### src/rtl/ide_irq_pkg.sv
package ide_irq_pkg;
  localparam int NUM_SRC      = 2;
  localparam int SRC_DEV      = 0;
  localparam int SRC_BERR     = 1;
  localparam int IDX_ERR_LO   = 0;
  localparam int IDX_ERR_HI   = 1;
  localparam int IDX_STATUS   = 3;
  localparam int IDX_ENSET    = 5;
  localparam int IDX_CLR      = 7;
  localparam logic [7:0] DSTAT_IDLE_MASK = 8'h51;
  localparam int DSTAT_BUSY_BIT = 7;

  // True when an observed device status value means the device has finished.
  function automatic logic dstat_done(input logic [7:0] v);
    return ((v & DSTAT_IDLE_MASK) != 8'h00) && !v[DSTAT_BUSY_BIT];
  endfunction
endpackage

### src/rtl/irq_pend_bit.sv
module irq_pend_bit (
  input  logic clk,
  input  logic rst_n,
  input  logic set_i,
  input  logic clr_i,
  output logic pend_o
);
  always_ff @(posedge clk) begin
    if (!rst_n)     pend_o <= 1'b0;
    else if (set_i) pend_o <= 1'b1;
    else if (clr_i) pend_o <= 1'b0;
  end

  // a new event beats a simultaneous clear
  a_r6_event_wins: assert property (@(posedge clk) disable iff (!rst_n)
    set_i |=> pend_o);
  // a clear with no event leaves the bit low
  a_r5_clear_takes: assert property (@(posedge clk) disable iff (!rst_n)
    (clr_i && !set_i) |=> !pend_o);
  a_r2_sticky: assert property (@(posedge clk) disable iff (!rst_n)
    (pend_o && !clr_i) |=> pend_o);
endmodule

### src/rtl/irq_enable_reg.sv
module irq_enable_reg #(
  parameter int N = 2
) (
  input  logic         clk,
  input  logic         rst_n,
  input  logic         wr_i,
  input  logic [N-1:0] wdata_i,
  output logic [N-1:0] en_o
);
  always_ff @(posedge clk) begin
    if (!rst_n)    en_o <= '0;
    else if (wr_i) en_o <= en_o | wdata_i;
  end

  // enables move only on a set-register write and never drop
  a_r3_stable_idle: assert property (@(posedge clk) disable iff (!rst_n)
    !wr_i |=> $stable(en_o));
  a_r3_no_drop: assert property (@(posedge clk) disable iff (!rst_n)
    wr_i |=> ((en_o & $past(en_o)) == $past(en_o)));
endmodule

### src/rtl/err_addr_capture.sv
module err_addr_capture #(
  parameter int AW = 64
) (
  input  logic          clk,
  input  logic          rst_n,
  input  logic          evt_i,
  input  logic          held_i,
  input  logic [AW-1:0] addr_i,
  output logic [AW-1:0] addr_o
);
  always_ff @(posedge clk) begin
    if (!rst_n)                addr_o <= '0;
    else if (evt_i && !held_i) addr_o <= addr_i;
  end

  // once an error is pending the captured address is frozen
  a_r7_frozen: assert property (@(posedge clk) disable iff (!rst_n)
    held_i |=> $stable(addr_o));
  a_r7_first_capture: assert property (@(posedge clk) disable iff (!rst_n)
    (evt_i && !held_i) |=> (addr_o == $past(addr_i)));
endmodule

### src/rtl/irq_read_mux.sv
module irq_read_mux
  import ide_irq_pkg::*;
#(
  parameter int DW    = 32,
  parameter int IDX_W = 3,
  parameter int N     = 2
) (
  input  logic            clk,
  input  logic            rst_n,
  input  logic            rd_i,
  input  logic [IDX_W-1:0] idx_i,
  input  logic [N-1:0]    pend_i,
  input  logic [N-1:0]    en_i,
  input  logic [2*DW-1:0] eaddr_i,
  output logic            rvalid_o,
  output logic [DW-1:0]   rdata_o
);
  logic [DW-1:0] sel;

  always_comb begin
    sel = '0;
    case (int'(idx_i))
      IDX_ERR_LO: sel = eaddr_i[DW-1:0];
      IDX_ERR_HI: sel = eaddr_i[2*DW-1:DW];
      IDX_STATUS: sel[N-1:0] = pend_i;
      IDX_ENSET:  sel[N-1:0] = en_i;
      default:    sel = '0;
    endcase
  end

  always_ff @(posedge clk) begin
    if (!rst_n) begin
      rvalid_o <= 1'b0;
      rdata_o  <= '0;
    end else begin
      rvalid_o <= rd_i;
      rdata_o  <= rd_i ? sel : '0;
    end
  end

  // each read returns data exactly one cycle later
  a_r10_one_cycle: assert property (@(posedge clk) disable iff (!rst_n)
    rd_i |=> rvalid_o);
  a_r10_no_spurious: assert property (@(posedge clk) disable iff (!rst_n)
    !rd_i |=> !rvalid_o);
endmodule

### src/rtl/ide_irq_ctrl.sv
module ide_irq_ctrl
  import ide_irq_pkg::*;
#(
  parameter int DW      = 32,
  parameter int IDX_W   = 3,
  parameter int DSTAT_W = 8
) (
  input  logic               clk,
  input  logic               rst_n,
  input  logic               reg_req,
  input  logic               reg_we,
  input  logic [IDX_W-1:0]   reg_idx,
  input  logic [DW-1:0]      reg_wdata,
  output logic               reg_rvalid,
  output logic [DW-1:0]      reg_rdata,
  input  logic               dev_evt,
  input  logic               err_evt,
  input  logic [2*DW-1:0]    err_addr,
  input  logic               dstat_rd,
  input  logic [DSTAT_W-1:0] dstat_val,
  output logic               irq_o
);
  localparam int AW = 2 * DW;
  localparam int N  = NUM_SRC;

  logic [N-1:0] set_vec, clr_vec, pend, en;
  logic         wr_en, wr_clr, rd, stat_clr;

  assign wr_en    = reg_req && reg_we && (int'(reg_idx) == IDX_ENSET);
  assign wr_clr   = reg_req && reg_we && (int'(reg_idx) == IDX_CLR);
  assign rd       = reg_req && !reg_we;
  assign stat_clr = dstat_rd && dstat_done(dstat_val[7:0]);

  always_comb begin
    set_vec           = '0;
    set_vec[SRC_DEV]  = dev_evt;
    set_vec[SRC_BERR] = err_evt;
    clr_vec = wr_clr ? reg_wdata[N-1:0] : '0;
    if (stat_clr) clr_vec[SRC_DEV] = 1'b1;
  end

  for (genvar g = 0; g < N; g++) begin : g_src
    irq_pend_bit u_bit (
      .clk    (clk),
      .rst_n  (rst_n),
      .set_i  (set_vec[g]),
      .clr_i  (clr_vec[g]),
      .pend_o (pend[g])
    );
  end

  irq_enable_reg #(.N(N)) u_en (
    .clk     (clk),
    .rst_n   (rst_n),
    .wr_i    (wr_en),
    .wdata_i (reg_wdata[N-1:0]),
    .en_o    (en)
  );

  logic [AW-1:0] eaddr;
  err_addr_capture #(.AW(AW)) u_cap (
    .clk    (clk),
    .rst_n  (rst_n),
    .evt_i  (err_evt),
    .held_i (pend[SRC_BERR]),
    .addr_i (err_addr),
    .addr_o (eaddr)
  );

  irq_read_mux #(.DW(DW), .IDX_W(IDX_W), .N(N)) u_rd (
    .clk      (clk),
    .rst_n    (rst_n),
    .rd_i     (rd),
    .idx_i    (reg_idx),
    .pend_i   (pend),
    .en_i     (en),
    .eaddr_i  (eaddr),
    .rvalid_o (reg_rvalid),
    .rdata_o  (reg_rdata)
  );

  assign irq_o = |(pend & en);

  // no enabled source means no interrupt
  a_r4_masked: assert property (@(posedge clk) disable iff (!rst_n)
    (en == '0) |-> !irq_o);
  // a finished-device status read clears the device bit
  a_r8_stat_clear: assert property (@(posedge clk) disable iff (!rst_n)
    (stat_clr && !dev_evt) |=> !pend[SRC_DEV]);
  // a busy status read never clears the device bit
  a_r9_busy_keeps: assert property (@(posedge clk) disable iff (!rst_n)
    (dstat_rd && dstat_val[7] && pend[SRC_DEV] && !wr_clr) |=> pend[SRC_DEV]);
endmodule

### config.mk
export PLATFORM = sky130hd
export DESIGN_NAME = ide_irq_ctrl
export DESIGN_NICKNAME = d
export VERILOG_FILES = /design/src/rtl/ide_irq_pkg.sv /design/src/rtl/irq_pend_bit.sv /design/src/rtl/irq_enable_reg.sv /design/src/rtl/err_addr_capture.sv /design/src/rtl/irq_read_mux.sv /design/src/rtl/ide_irq_ctrl.sv
export SDC_FILE = /design/constraint.sdc
export NUM_CORES = 1
export LEC_CHECK = 0
export BUFFER_PORTS_ARGS = -buffer_cell sky130_fd_sc_hd__buf_2
export CORE_ASPECT_RATIO = 0.8
export CORE_MARGIN = 3
export CORE_UTILIZATION = 51
export DETAILED_ROUTE_END_ITERATION = 12
export PLACE_DENSITY = 0.86
export SYNTH_ARGS = -nofsm -noshare
export SYNTH_HDL_FRONTEND = slang
export SYNTH_SLANG_ARGS = --single-unit
### constraint.sdc
create_clock -name clk -period 3.2 [get_ports clk]
set_input_delay 0.64 -clock clk [delete_from_list [all_inputs] [get_ports clk]]
set_output_delay 0.64 -clock clk [all_outputs]
set_load 0.05 [all_outputs]
After elaboration in Yosys (flattened, before gate mapping)

Index checks and enable logic that the tools add are counted.

Flip-flop bits (word level): 101
Output and inout bits: 34
Word-level logic and storage cells: 37

Equality and inequality tests: 5
Muxes and demuxes: 8
Bitwise operators: 2
Reductions and logical operators: 16

Operators by type and width:

| operator                                             | count |
|---|---|
| case mux 30 bit (2 select lines)                     | 1 |
| case mux 2 bit (4 select lines)                      | 1 |
| nonzero test 8 bit                                   | 1 |
| logical AND 1 bit                                    | 7 |
| equality test 3 x 1 -> 1 bit (second input constant) | 2 |
| equality test 3 bit (second input constant)          | 2 |
| 2-to-1 mux 1 bit                                     | 5 |
| nonzero test 2 bit                                   | 2 |
| equality test 3 x 2 -> 1 bit (second input constant) | 1 |
| logical NOT 1 bit                                    | 3 |
| logical NOT 3 bit                                    | 1 |
| bitwise AND 2 bit                                    | 1 |
| 2-to-1 mux 2 bit                                     | 1 |
| OR 2 bit                                             | 1 |
| AND reduction 2 bit                                  | 1 |
| OR reduction 2 bit                                   | 1 |

Depth between registers and ports, before layout

Gate-level depths: netlist (run 1).

Depth after elaboration: 6
Mapped depth: 5
Depth with buffers taken out: 3

Hierarchy

A second synthesis (run 1) with hierarchy kept.

Cells, all modules: 418
Area, all modules: 4385.5 um^2

Modules (own cells, without submodules):

| module           | times used | cells each | area each (um^2) |
|---|---|---|---|
| err_addr_capture | 1          | 278        | 2720.1 |
| irq_read_mux     | 1          | 118        | 1447.6 |
| irq_pend_bit     | 2          | 3          | 41.3 |
| ide_irq_ctrl     | 1          | 10         | 72.6 |
| irq_enable_reg   | 1          | 6          | 62.6 |

Worst setup path after synthesis (run 1)

No wires, ideal clock.

Kind: input -> register
Start: in reg_idx[2]
End: reg u_rd.rdata_o[14]
Library setup time: 64 ps
Arrival time: 1432 ps
Slack: 1704 ps
Stages on the path: 4
Path buffers: 2
Path through: buf_2 or3_4 buf_6 nor2_1

Word-level cells in the longest chain between the ends: 2
Elaborated cells between the ends (all ways): 3
Those cells by class: 1 x eq/ne; 1 x mux; 1 x reduce/logical

RTL lines:

| element                                                           | line               | text |
|---|---|---|
| start: declaration                                                | ide_irq_ctrl.sv:12 | `input logic [IDX_W-1:0] reg_idx,` |
| equality test 3 x 1 -> 1 bit or logical NOT 3 bit (tied branches) | irq_read_mux.sv:22 | `case (int'(idx_i))` |
| case mux 30 bit (2 select lines) (*)                              | irq_read_mux.sv:22 |  |
| end signal: assignment                                            | irq_read_mux.sv:37 | `rdata_o <= rd_i ? sel : '0;` |
| end: declaration                                                  | irq_read_mux.sv:16 | `output logic [DW-1:0] rdata_o` |

Mark *: on every way between the ends. The rest lies on a longest branch, timed or not.
A chain may end at the register's enable or synchronous reset.

Final worst setup path (run 1)

Start: reg g_src[1].u_bit.pend_o
End: out irq_o

Word-level cells in the longest chain between the ends: 2

RTL lines:

| element                  | line               | text |
|---|---|---|
| start: declaration       | irq_pend_bit.sv:6  | `output logic pend_o` |
| start signal: assignment | irq_pend_bit.sv:9  | `if (!rst_n) pend_o <= 1'b0;` |
| start signal: assignment | irq_pend_bit.sv:10 | `else if (set_i) pend_o <= 1'b1;` |
| start signal: assignment | irq_pend_bit.sv:11 | `else if (clr_i) pend_o <= 1'b0;` |
| bitwise AND 2 bit        | ide_irq_ctrl.sv:82 | `assign irq_o = \|(pend & en);` |
| OR reduction 2 bit       | ide_irq_ctrl.sv:82 |  |
| end: declaration         | ide_irq_ctrl.sv:21 | `output logic irq_o` |

No other way between the ends.

==> results of run 1 <==
-- per-layer routing --
| layer | up-vias | GRT usage [%] |
|---|---|---|
| met1 | 1464 | 25.7 |
| met5 | - | 0 |
| met2 | 94 | 37.6 |
| met4 | 0 | 3.93 |
| met3 | 4 | 6.38 |
| li1 | 1596 | - |
-- metrics by stage --
stage / std cells / util [%]
6_report: 609 / 64.5
4_1_cts: 609 / 64.5
3_5_place_dp: 593 / 61.8
3_3_place_gp: 593 / 61.8
5_1_grt: 609 / 64.5
2_1_floorplan: 418 / -
-- cell usage in the layout, fill, tap and decap left out, types with 2 or more instances in the layout --
| master | synthesis | final |
|---|---|---|
| a21boi_0 | 65 | 65 |
| clkbuf_8 | 0 | 10 |
| a22oi_1 | 32 | 32 |
| a31oi_1 | 4 | 4 |
| nand2_1 | 128 | 128 |
| nor2_1 | 26 | 26 |
| and4b_1 | 3 | 3 |
| buf_4 | 0 | 7 |
| inv_1 | 3 | 3 |
| dfxtp_1 | 101 | 101 |
| nor2_2 | 4 | 4 |
| nor2b_1 | 5 | 4 |
| a211oi_1 | 2 | 2 |
| buf_2 | 21 | 113 |
| clkinvlp_4 | 0 | 2 |
-- power groups by stage --
| stage | combinational [W] | clock, W | sequential, W |
|---|---|---|---|
| floorplan | 0.000124 | 0 | 0.00136 |
| global placement | 0.000201 | 0 | 0.00136 |
| detailed placement | 0.000207 | 0 | 0.00136 |
| CTS | 0.000209 | 0.000768 | 0.00133 |
| global route | 0.000235 | 0.000823 | 0.00134 |
| finish | 0.000208 | 0.000747 | 0.00133 |
-- critical path: cells and delay by family, from the launching register on --
family,cells,cell delay (ps)
AO/OA/AOI/OAI,1,170
buffers and inverters,1,250
flip-flops,1,440
-- registers in the layout, indices dropped and copies added, names as in the netlist --
register	cells
u_cap.addr_o	64
u_en.en_o	2
u_rd.rdata_o	32
g_src.u_bit.pend_o	2
u_rd.rvalid_o	1
-- final timing paths --
kind                                            from  depth (start not counted)                            end
hold / removal         u_cap.addr_o[20]$_SDFFE_PN0P_                          2  u_cap.addr_o[20]$_SDFFE_PN0P_
setup reg to reg  g_src[1].u_bit.pend_o$_SDFFE_PN0P_                          4  u_cap.addr_o[50]$_SDFFE_PN0P_
hold reg to reg        u_cap.addr_o[20]$_SDFFE_PN0P_                          2  u_cap.addr_o[20]$_SDFFE_PN0P_
setup / recovery  g_src[1].u_bit.pend_o$_SDFFE_PN0P_                          2                          irq_o
-- area by class of cell --
| type | count | area share [%] |
|---|---|---|
| Sequential cell | 101 | 44.9 |
| Multi-Input combinational cell | 282 | 34.7 |
| Timing Repair Buffer | 120 | 13.7 |
| Clock buffer | 11 | 3.14 |
| Tap cell | 87 | 2.41 |
| Clock inverter | 5 | 0.971 |
| Inverter | 3 | 0.250 |
-- logic make-up after synthesis --
logic type      synth area share, %
compound gates                 21.3
fa+ha+maj                     0.267
buf+inv                        4.84
flops                          53.9
simple gates                   19.7
==> results.tsv, run 1 <==
stage	metric	value	unit
run_status	status	complete, no violations	
synthesis	synth.avg_cell_area	8.97	sq um
sta	fin_tns_setup	0	ps
synthesis	ys_seq_area_share	53.9	%
critical_path	rrSetupSlack	1460	ps
cells_and_area	final_nets	631	
critical_path	cp_max_fo	5	
power_and_ir_drop	p_int	0.00171	W
route	wl_met1	3930	microns
route	drt-initial-drc-count	145	
critical_path	cp_data_required_time	2560	ps
placed_design	hpwl	5690	microns
sta	slew_viol_final	0	
grt	first_global_vias	3113	
synthesis	ys_top_cells_by_area	dfxtp_1 (54%), a21boi_0 (13%), nand2_1 (13%)	
route	routed_wl	8590	microns
critical_path	critPathCaptureType	primary output	
power_and_ir_drop	ir_worst_vdd	0.296	mV
cts	clockRootBuffer	clkbuf_8	
sta	finalSetupViolCount	0	
sta	worst_pin_slew	717	ps
synthesis	yosys.area.top_type	dfxtp_1	
power_and_ir_drop	power.switching	0.000577	W
critical_path	crit_arrival	1220	ps
critical_path	cpMaxStageDelayCell	dfxtp_1	
grt	grt_max_degree	69	
cts	cts_sinks	101	
synthesis	synthArstFlopShare	0	%
cells_and_area	final_area	4510	sq um
sta	period_share	58.1	%
grt	antenna_found_initial	0	
floorplan	initial_utilization	53.6	%
power_and_ir_drop	clockPowerShare	32.7	%
sta	rsz0062_at_grt	no	
synthesis	synthTopCellsByCount	nand2_1 (128), dfxtp_1 (101), a21boi_0 (65)	
synthesis	yosys_warnings	0	
synthesis	syn_inst	418	
power_and_ir_drop	swShare	25.2	%
cts	postCtsSetupBuffers	0	
route	wl_met2	4080	microns
sta	max_freq	538	MHz
placed_design	pre_cts_ws	1030	ps
sta	slew_headroom	52.1	%
synthesis	synth_area	3750	sq um
route	final_antenna_net_count	0	
cells_and_area	syn2layout_area_growth	20.2	%
floorplan	num_rows	27	
route	top_layer	met4	
run	maxCapViolations	0	
sta	period_minus_slack	1860	ps
floorplan	ios	148	
floorplan	die_h	82.7	microns
critical_path	start_kind	register	
cts	clk_path_buf_depth	2	
sta	final.setup_skew	9.87	ps
synthesis	yosysMostFrequentCell	nand2_1	
synthesis	synth_edf_count	0	
route	dr_total_vias	3158	
cts	clock_latency	350	ps
floorplan	core-area	6990	sq um
cells_and_area	insertedDiodeCount	0	
power_and_ir_drop	power.density	507	nW/um^2
cts	holdBufCountCts	0	
cts	cts_tree	built	
route	via_per_inst	5.19	
floorplan	fp.dieArea	8420	sq um
grt	track_usage	21.1	%
worst_hold_path	hp-class	register to register	
power_and_ir_drop	leakage	1.86	nW
sta	holdWs	469	ps
cells_and_area	multi_input_area	1560	sq um
cells_and_area	ff_latch_area	2020	sq um
synthesis	synth.distinct_cells	28	
synthesis	syn_nets	532	
sta	hold_viol	0	
synthesis	ys_seq_elements	101	
route	post_drt_wl_per_cell	14.1	microns
route	route.met3.wl	545	microns
power_and_ir_drop	power	0.00229	W
cts	clkTransAtPathRegs	100	ps
placed_design	place.gp.congestion	0.786	
critical_path	path_class	register to primary output	
cts	h-tree-depth	3	
power_and_ir_drop	p_seq_share	58.2	%
grt	grt_pass1_wl	14000	microns
cts	cts_resized	0	
synthesis	netlist.area_leader.share	53.9	%
placed_design	port_buffers	113	
floorplan	fp.dieW	102	microns
route	drc_errors	0	
route	first_pass_iters	4	
cells_and_area	drive_gt1_share	27.6	%
sta	fin_ws	1340	ps
placed_design	place_area	4320	sq um
cts	cts_buffers	9	
critical_path	cpPeakStageDelay	440	ps
grt	overflow	0	
cells_and_area	fill_cells	594	
synthesis	synth-main-ff-cell	dfxtp_1	
critical_path	crit_chain	a22o_1 -> buf_2	
power_and_ir_drop	comb_power_share	9.1	%
Power figures use the tool's default switching activity.
==> run 2: changes to the inputs <==
--- a/config.mk
+++ b/config.mk
@@ -8,9 +8,9 @@
 export BUFFER_PORTS_ARGS = -buffer_cell sky130_fd_sc_hd__buf_2
 export CORE_ASPECT_RATIO = 0.8
 export CORE_MARGIN = 3
-export CORE_UTILIZATION = 51
+export CORE_UTILIZATION = 48
 export DETAILED_ROUTE_END_ITERATION = 12
-export PLACE_DENSITY = 0.86
+export PLACE_DENSITY = 0.82
 export SYNTH_ARGS = -nofsm -noshare
 export SYNTH_HDL_FRONTEND = slang
 export SYNTH_SLANG_ARGS = --single-unit
==> constraint.sdc (replaced) <==
create_clock -name clk -period 1.75 [get_ports clk]
set_input_delay 0.35 -clock clk [delete_from_list [all_inputs] [get_ports clk]]
set_output_delay 0.35 -clock clk [all_outputs]
set_load 0.05 [all_outputs]
==> results.tsv, run 2 (synthesis gave the netlist of run 1 again) <==
stage	metric	value	unit	change
grt	grt_max_degree	69		unchanged
critical_path	cp_data_required_time	1400	ps	was 2560 ps
route	drc_errors	0		unchanged
sta	hold_viol	0		unchanged
grt	track_usage	20.0	%	was 21.1%
floorplan	fp.dieW	105	microns	was 102 microns
cells_and_area	final_area	4570	sq um	was 4510 sq um
placed_design	place.gp.congestion	0.775		was 0.786
critical_path	crit_arrival	1230	ps	was 1220 ps
cts	h-tree-depth	3		unchanged
cts	clock_latency	360	ps	was 350 ps
floorplan	num_rows	28		was 27
run_status	status	complete, no violations		unchanged
floorplan	ios	148		unchanged
run	maxCapViolations	0		unchanged
sta	rsz0062_at_grt	no		unchanged
route	routed_wl	8580	microns	was 8590 microns
sta	slew_headroom	61.9	%	was 52.1%
critical_path	start_kind	register		unchanged
critical_path	path_class	register to primary output		unchanged
critical_path	critPathCaptureType	primary output		unchanged
route	final_antenna_net_count	0		unchanged
worst_hold_path	hp-start	err_addr[60]		was u_cap.addr_o[20]$_SDFFE_PN0P_
sta	worst_pin_slew	571	ps	was 717 ps
placed_design	port_buffers	113		unchanged
cells_and_area	syn2layout_area_growth	21.9	%	was 20.2%
critical_path	cp_max_fo	5		unchanged
cells_and_area	layout_common_cells	nand2_1 (128), buf_2 (113), dfxtp_1 (101)		unchanged
cells_and_area	multi_input_area	1560	sq um	unchanged
route	post_drt_wl_per_cell	13.6	microns	was 14.1 microns
route	drt-initial-drc-count	114		was 145
grt	antenna_found_initial	1		was 0
floorplan	initial_utilization	50.0	%	was 53.6%
grt	first_global_vias	3116		was 3113
cts	clockRootBuffer	clkbuf_8		unchanged
cells_and_area	mostFrequentLayoutCell	nand2_1		unchanged
route	first_pass_iters	5		was 4
sta	slew_viol_final	0		unchanged
floorplan	fp.dieArea	8920	sq um	was 8420 sq um
cells_and_area	largest_reg_flops	64		unchanged
route	dr_total_vias	3150		was 3158
cells_and_area	ff_latch_area	2020	sq um	unchanged
cells_and_area	drive_gt1_share	28.2	%	was 27.6%
grt	overflow	0		unchanged
critical_path	timing.rr.start	g_src[1].u_bit.pend_o$_SDFFE_PN0P_		unchanged
sta	fin_tns_setup	0	ps	unchanged
route	via_per_inst	5.00		was 5.19
sta	period_share	90.2	%	
cells_and_area	final_nets	635		was 631
critical_path	rrSetupSlack	390	ps	was 1460 ps
power_and_ir_drop	power.density	936	nW/um^2	was 507 nW/um^2
cts	cts_tree	built		unchanged
cells_and_area	insertedDiodeCount	0		unchanged
cts	postCtsSetupBuffers	0		unchanged
sta	max_freq	634	MHz	
critical_path	critPathLaunch	g_src[1].u_bit.pend_o$_SDFFE_PN0P_		unchanged
power_and_ir_drop	ir_worst_vdd	0.519	mV	was 0.296 mV
floorplan	core-area	7500	sq um	was 6990 sq um
cells_and_area	regMostFlops	u_cap.addr_o		unchanged
floorplan	die_h	85.1	microns	was 82.7 microns
grt	grt_pass1_wl	14500	microns	was 14000 microns
power_and_ir_drop	power	0.00428	W	was 0.00229 W
sta	period_minus_slack	1580	ps	
cts	clkTransAtPathRegs	100	ps	about the same
placed_design	hpwl	5830	microns	was 5690 microns
power_and_ir_drop	leakage	1.89	nW	was 1.86 nW
sta	finalSetupViolCount	0		unchanged
cts	cts_resized	0		unchanged
cts	holdBufCountCts	0		unchanged
cells_and_area	fill_cells	689		was 594
placed_design	place_area	4380	sq um	was 4320 sq um
cts	cts_sinks	101		unchanged
cells_and_area	reg.largest.list	u_cap.addr_o x64, u_rd.rdata_o x32		unchanged
cts	clk_path_buf_depth	2		unchanged
worst_hold_path	hp-class	primary input to register		was register to register
sta	final.setup_skew	7.64	ps	was 9.87 ps
cts	cts_buffers	9		unchanged
run 2: cell count changes in the layout (fill, tap and decap cells not counted), sizes merged:
| cell | delta |
|---|---|
| buf | +4 |
| bufinv | +1 |
| clkbuf | -1 |
| inv | -1 |
run 2: worst paths after layout:
check / end / cells after the start
hold / removal: u_cap.addr_o[60]$_SDFFE_PN0P_ / 3
setup reg to reg: u_cap.addr_o[30]$_SDFFE_PN0P_ / 4
hold reg to reg: u_cap.addr_o[2]$_SDFFE_PN0P_ / 2
setup / recovery: irq_o / 2
run 2: worst max-delay path, cell delays in order, from the launching register on:
cell and delay [ps]:
dfxtp_1 440, a22o_1 180, buf_2 260
run 2: cell type report:
cell class | instances | share of cell area [%]
multi-input combinational | 282 | 34.2
inverter | 3 | 0.246
clock buffer | 10 | 3.01
clock inverter | 5 | 1.29
tap | 105 | 2.87
timing repair buffer | 124 | 14.2
sequential | 101 | 44.2
run 2: through the flow:
step | hold WS (ps) | std cells | worst slack (ps) | utilization (%)
3_3_place_gp | 450 | 615 | 208 | 58.4
3_5_place_dp | 457 | 615 | 182 | 58.4
6_report | 230 | 630 | 172 | 61.0
4_1_cts | 216 | 630 | 156 | 61.0
2_1_floorplan | 443 | 418 | 544 | -
5_1_grt | 217 | 630 | 111 | 61.0
run 2: routing by layer:
layer	GRT usage (%)	up-vias	routed length, microns
met3	6.31	12	569
met4	5.36	2	66
met5	0	-	7
li1	-	1604	-
met2	33.8	92	4090
met1	25.0	1440	3850
run 2: power breakdown:
group | internal, W | switching, W | total, W
combinational | 0.000168 | 0.000215 | 0.000383
clock | 0.000695 | 0.000771 | 0.00147
sequential | 0.00239 | 0.0000458 | 0.00243
